### src/rtl/keyed_wdt.sv
module keyed_wdt #(
  parameter int DATA_W   = 32,
  parameter int CNT_W    = 32,
  parameter int POST_DLY = 3,
  parameter logic [7:0] REV_CODE = 8'h51
) (
  input  logic              clk,
  input  logic              rst_n,
  input  logic              tick,
  input  logic              bus_we,
  input  logic [2:0]        bus_addr,
  input  logic [DATA_W-1:0] bus_wdata,
  output logic [DATA_W-1:0] bus_rdata,
  output logic              wdt_rst_o
);
  localparam int RATIO_W = 3;
  localparam int PRE_W   = 1 << RATIO_W;
  localparam int DLY_W   = (POST_DLY < 2) ? 1 : $clog2(POST_DLY);
  localparam int NSLOT   = 4;
  localparam int S_CTRL = 0, S_LOAD = 1, S_TRIG = 2, S_KEY = 3;
  localparam logic [2:0] A_REV = 3'd0, A_CTRL = 3'd1, A_CNT = 3'd2, A_LOAD = 3'd3,
                         A_TRIG = 3'd4, A_KEY = 3'd5, A_STAT = 3'd6;
  localparam logic [DATA_W-1:0] K_GO1 = DATA_W'(16'hBBBB), K_GO2 = DATA_W'(16'h4444),
                                K_HALT1 = DATA_W'(16'hAAAA), K_HALT2 = DATA_W'(16'h5555);

  typedef enum logic [1:0] {ARM_NONE, ARM_GO, ARM_HALT} arm_t;

  logic [NSLOT-1:0]  pend, due, wr_hit;
  logic [DLY_W-1:0]  dly  [NSLOT];
  logic [DATA_W-1:0] pdat [NSLOT];

  assign wr_hit[S_CTRL] = bus_we && bus_addr == A_CTRL;
  assign wr_hit[S_LOAD] = bus_we && bus_addr == A_LOAD;
  assign wr_hit[S_TRIG] = bus_we && bus_addr == A_TRIG;
  assign wr_hit[S_KEY]  = bus_we && bus_addr == A_KEY;

  for (genvar i = 0; i < NSLOT; i++) begin : g_post
    assign due[i] = pend[i] && dly[i] == '0;
    always_ff @(posedge clk or negedge rst_n) begin
      if (!rst_n) begin
        pend[i] <= 1'b0;
        dly[i]  <= '0;
        pdat[i] <= '0;
      end else if (due[i]) begin
        pend[i] <= 1'b0;
      end else if (pend[i]) begin
        dly[i] <= dly[i] - 1'b1;
      end else if (wr_hit[i]) begin
        pend[i] <= 1'b1;
        dly[i]  <= DLY_W'(POST_DLY - 1);
        pdat[i] <= bus_wdata;
      end
    end
  end

  logic               run, pre_en;
  logic [RATIO_W-1:0] ratio;
  logic [CNT_W-1:0]   cnt, load_q;
  logic [DATA_W-1:0]  last_trig;
  logic [PRE_W-1:0]   presc, pre_top;
  arm_t               armed;
  logic               reload, step, wrap;

  assign pre_top = (PRE_W'(1) << ratio) - 1'b1;
  assign reload  = due[S_TRIG] && pdat[S_TRIG] != last_trig;
  assign step    = run && tick && !reload && (!pre_en || presc == pre_top);
  assign wrap    = step && &cnt;

  always_ff @(posedge clk or negedge rst_n) begin
    if (!rst_n) begin
      pre_en <= 1'b0;
      ratio  <= '0;
      load_q <= '0;
    end else if (!run) begin
      if (due[S_CTRL]) {pre_en, ratio} <= pdat[S_CTRL][5:2];
      if (due[S_LOAD]) load_q <= pdat[S_LOAD][CNT_W-1:0];
    end
  end

  always_ff @(posedge clk or negedge rst_n) begin
    if (!rst_n) begin
      run   <= 1'b0;
      armed <= ARM_NONE;
    end else if (due[S_KEY]) begin
      armed <= ARM_NONE;
      if (pdat[S_KEY] == K_GO1) armed <= ARM_GO;
      else if (pdat[S_KEY] == K_HALT1) armed <= ARM_HALT;
      else if (armed == ARM_GO && pdat[S_KEY] == K_GO2) run <= 1'b1;
      else if (armed == ARM_HALT && pdat[S_KEY] == K_HALT2) run <= 1'b0;
    end
  end

  always_ff @(posedge clk or negedge rst_n) begin
    if (!rst_n) begin
      cnt       <= '0;
      last_trig <= '0;
      presc     <= '0;
      wdt_rst_o <= 1'b0;
    end else begin
      wdt_rst_o <= wrap;
      if (reload) begin
        cnt       <= load_q;
        last_trig <= pdat[S_TRIG];
      end else if (step) begin
        cnt <= wrap ? load_q : cnt + 1'b1;
      end
      if (!run || reload || !pre_en) presc <= '0;
      else if (tick) presc <= (presc == pre_top) ? '0 : presc + 1'b1;
    end
  end

  always_comb begin
    bus_rdata = '0;
    case (bus_addr)
      A_REV:  bus_rdata = DATA_W'(REV_CODE);
      A_CTRL: bus_rdata = DATA_W'({pre_en, ratio, 2'b00});
      A_CNT:  bus_rdata = DATA_W'(cnt);
      A_LOAD: bus_rdata = DATA_W'(load_q);
      A_TRIG: bus_rdata = last_trig;
      A_STAT: bus_rdata = DATA_W'({pend[S_KEY], pend[S_TRIG], pend[S_LOAD], 1'b0, pend[S_CTRL]});
      default: bus_rdata = '0;
    endcase
  end

  AST_RST_NEEDS_RUN: assert property (@(posedge clk) disable iff (!rst_n)
    wdt_rst_o |-> $past(run));
  AST_WRAP_RELOADS: assert property (@(posedge clk) disable iff (!rst_n)
    wdt_rst_o |-> cnt == load_q);
  AST_STOPPED_HOLDS: assert property (@(posedge clk) disable iff (!rst_n)
    (!$past(run) && !$past(due[S_TRIG])) |-> $stable(cnt));
  AST_CFG_FROZEN: assert property (@(posedge clk) disable iff (!rst_n)
    $past(run) |-> ($stable(load_q) && $stable(pre_en) && $stable(ratio)));
  AST_RUN_BY_KEY: assert property (@(posedge clk) disable iff (!rst_n)
    ($rose(run) || $fell(run)) |-> $past(due[S_KEY]));
  AST_PEND_HOLDS: assert property (@(posedge clk) disable iff (!rst_n)
    ($past(pend[S_LOAD]) && !$past(due[S_LOAD])) |-> pend[S_LOAD]);
endmodule

### config.mk
export PLATFORM = sky130hd
export DESIGN_NAME = keyed_wdt
export DESIGN_NICKNAME = d
export VERILOG_FILES = /design/src/rtl/keyed_wdt.sv
export SDC_FILE = /design/constraint.sdc
export NUM_CORES = 1
export LEC_CHECK = 0
export BUFFER_PORTS_ARGS = -buffer_cell sky130_fd_sc_hd__buf_4
export CAP_MARGIN = 5
export CORE_MARGIN = 2
export CORE_UTILIZATION = 25
export DETAILED_ROUTE_END_ITERATION = 8
export PLACE_DENSITY = 0.46
export SYNTH_ARGS = -nofsm -noshare
export SYNTH_HDL_FRONTEND = slang
export SYNTH_SLANG_ARGS = --single-unit
### constraint.sdc
create_clock -name clk -period 4 [get_ports clk]
set_clock_uncertainty 0.2 [all_clocks]
set_input_delay 0.8 -clock clk [delete_from_list [all_inputs] [get_ports clk]]
set_output_delay 0.8 -clock clk [all_outputs]
set_load 0.01 [all_outputs]
==> reports/metrics.csv <==
metric;value;unit
Least-Margin Pin Slew;1.11;ns
Worst Hold Class;in -> async;
Max Clock Freq;293;MHz
reg2reg path depth;8;
post-CTS setup buffers;0;
FF+latch count, synth;224;
Critical R2R Capture;cnt[28]$_DFFE_PN0P_;
Vias;8107;
most common cell in the netlist;nand2_1;
Crit Path Class;in -> out;
PD cells;654;nW/um2
number of synthesized flops with an enable pin;0;
Mapped Avg Cell Area;10.2;um2
P&R area growth vs syn;20.2;%
Syn Std Cell Area;10900;um2
Worst EP required;3.00;ns
Die Y;213;um
TritonCTS Sinks;224;
Die W;213;um
RSZ-0062 raised after global routing;no;
# IOs;72;
IO Port Bufs;71;
FP Rows;76;
crit path cell chain;buf_4, nand2b_1, o21ai_0, buf_4;
DRC viols;0;
worst vdd ir;0.000307;V
ANT nets after route;0;
DR iter-0 viols;448;
CTS tree;done;
critical path arrival;2.41;ns
Post-Syn Instances;1064;
Seq/Total Area, Yosys;51.5;%
main combinational cell family by area after synthesis;simple AND/OR/NAND/NOR gates;
setup violators final;0;
vias in the first global route;8157;
synth cell count leaders;270 x nand2_1, 224 x dfrtp_1, 112 x mux2_2, 53 x o21ai_0, 48 x mux2i_1;
first-pass GRT wire length;50600;um
Setup TNS;0;ns
share of cells above drive strength 1;23.3;%
Final Max Slew Viols;0;
Synth area leaders;dfrtp_1 52%, mux2_2 12%, nand2_1 9.3%;
area share of fa/ha/maj cells after synthesis;0.690;%
post-route minimum period;3.41;ns
clk_lat worst skew;0.55;ns
Via density;4.65;
Core Box Area;43000;um2
total gr overflow;0;
CP max-delay cell;nand2b_1;
post-synthesis mux area share;16.0;%
Worst setup EP type;output port;
die footprint;45200;um2
Fin. Hold Viols;0;
Routed WL per cell;18.9;um
r2r setup slk;0.59;ns
Crit Path Max Fanout;26;
clk root buf;clkbuf_16;
CP startpoint kind;input port;
hold slack;0.0501;ns
status;finished, final reports clean;
Post-Synth Simple-Gate Area;17.6;%
largest net degree at the start of global routing;90;
pre-CTS setup slack;0.539;ns
Starting Density;25.3;%
syn nets;1109;
post-route worst setup slack;0.588;ns
fin nets;1182;
Lkg Pwr;5.95;nW
routed wire length;32800;um
DP HPWL;23800;um
Initial DRT Pass Iterations;5;
CTS Buf Count;26;
post-synth top area share;51.5;%
fin crit share;85.3;%
ys flop type;dfrtp_1;
initial antenna violation count;0;
cts repair resizes;0;
Slew HR;26.0;%
async set or reset register ratio after synthesis;100;%
H-tree Lvls;1;
clock-pin slew on the worst setup and hold paths;0.06;ns
Netlist cell types;61;
critical path's largest stage delay;0.86;ns
RR Startpoint;presc[1]$_DFFE_PN0P_;
Crit path top cell by count;buf_4;
ant diodes;0;
Max clock buf depth;3;
CTS Hold Bufs;0;
post-synthesis xor/xnor area fraction;3.06;%
largest area contributor in the netlist;dfrtp_1;
routability cong.;0.814;
maxcap violations;0;
yosys warns;0;
post-synthesis compound-gate area fraction;8.11;%
GRT Resource Usage Total;14.8;%
==> report_power, final <==
part	switching [mW]	internal [mW]	total, mW	leakage [nW]
combinational	1.05	1.10	2.15	2.72
sequential	0.828	3.06	3.89	2.77
clock	0.989	1.53	2.51	0.450
==> registers in the layout, indices dropped and copies added (netlist names) <==
signal / flops
ratio: 3
load_q: 32
armed: 2
presc: 8
pdat: 100
dly: 8
pend: 4
wdt_rst_o: 1
run: 1
last_trig: 32
pre_en: 1
cnt: 32
==> critical path, delay by kind of cell <==
| kind | cells | cell delay, ns |
|---|---|---|
| AO/OA/AOI/OAI | 1 | 0.36 |
| buffers and inverters | 2 | 0.38 |
| AND/OR/NAND/NOR | 1 | 0.86 |
==> cell usage in the layout (no fill, tap or decap), types with 4 or more instances in the layout <==
cell type,count
nor4_1,7
nor3_1,8
nand4_1,19
and3_1,10
inv_1,32
xor2_1,4
o22a_1,7
mux2i_1,48
clkbuf_1,5
a31oi_1,6
or4_1,11
ha_1,6
nand2_1,270
o22ai_1,5
o21ai_0,53
clkinv_2,4
xnor2_1,34
clkbuf_16,27
a22oi_1,14
clkbuf_8,5
nand3b_1,5
dfrtp_1,224
mux2_2,112
nor2_1,31
a21oi_1,13
a21oi_2,6
buf_4,92
nand3_1,34
nand2b_1,7
==> cells by family (layout without fill, tap and decap cells) <==
| family | Yosys count | in the layout |
|---|---|---|
| DFF | 224 | 224 |
| muxes | 160 | 160 |
| AOI/OAI and AO/OA | 132 | 132 |
| xor gates and xnor gates | 38 | 38 |
| buffers and inverters | 81 | 174 |
| adders and majority gates | 6 | 6 |
| and+or+nand+nor | 423 | 423 |
==> area by class of cell <==
class	instances	area [um2]
inverters	32	120
fillers	4490	29900
repair buffers	94	726
flip-flops and latches	224	5610
multi-input cells	759	4980
clock buffers	37	763
well taps	585	732
clock inverters	11	145
==> metal layers <==
layer  GRT usage, %  share of wire (%)  vias to the layer above  routed length (um)
met5              0                  0                        -                   0
met4           4.80                3.0                        0                 974
met3           1.94                3.5                       52                1160
met2           24.4                 47                      132               15400
met1           20.1                 46                     4081               15300
li1               -                  -                     3842                   -
==> per-stage QoR <==
step | area, um2 | power, mW | util (%) | instances
finish | 13100 | 8.55 | 30.4 | 1742
global route | 13100 | 9.06 | 30.4 | 1742
CTS | 13100 | 8.63 | 30.4 | 1742
detailed placement | 12200 | 6.08 | 28.3 | 1694
global placement | 12200 | 6.03 | 28.3 | 1694
floorplan | 10900 | 5.15 | - | 1064
==> how the worst max path moves through the flow <==
stage,startpoint,slack (ns),to
floorplan,bus_addr[0],0.95,bus_rdata[10]
global placement,bus_addr[2],0.56,bus_rdata[16]
detailed placement,bus_addr[2],0.54,bus_rdata[26]
CTS,bus_addr[2],0.55,bus_rdata[26]
global route,presc[1]$_DFFE_PN0P_,0.36,cnt[28]$_DFFE_PN0P_
finish,bus_addr[2],0.59,bus_rdata[16]
Note: power is estimated with default switching activity, not from simulation.
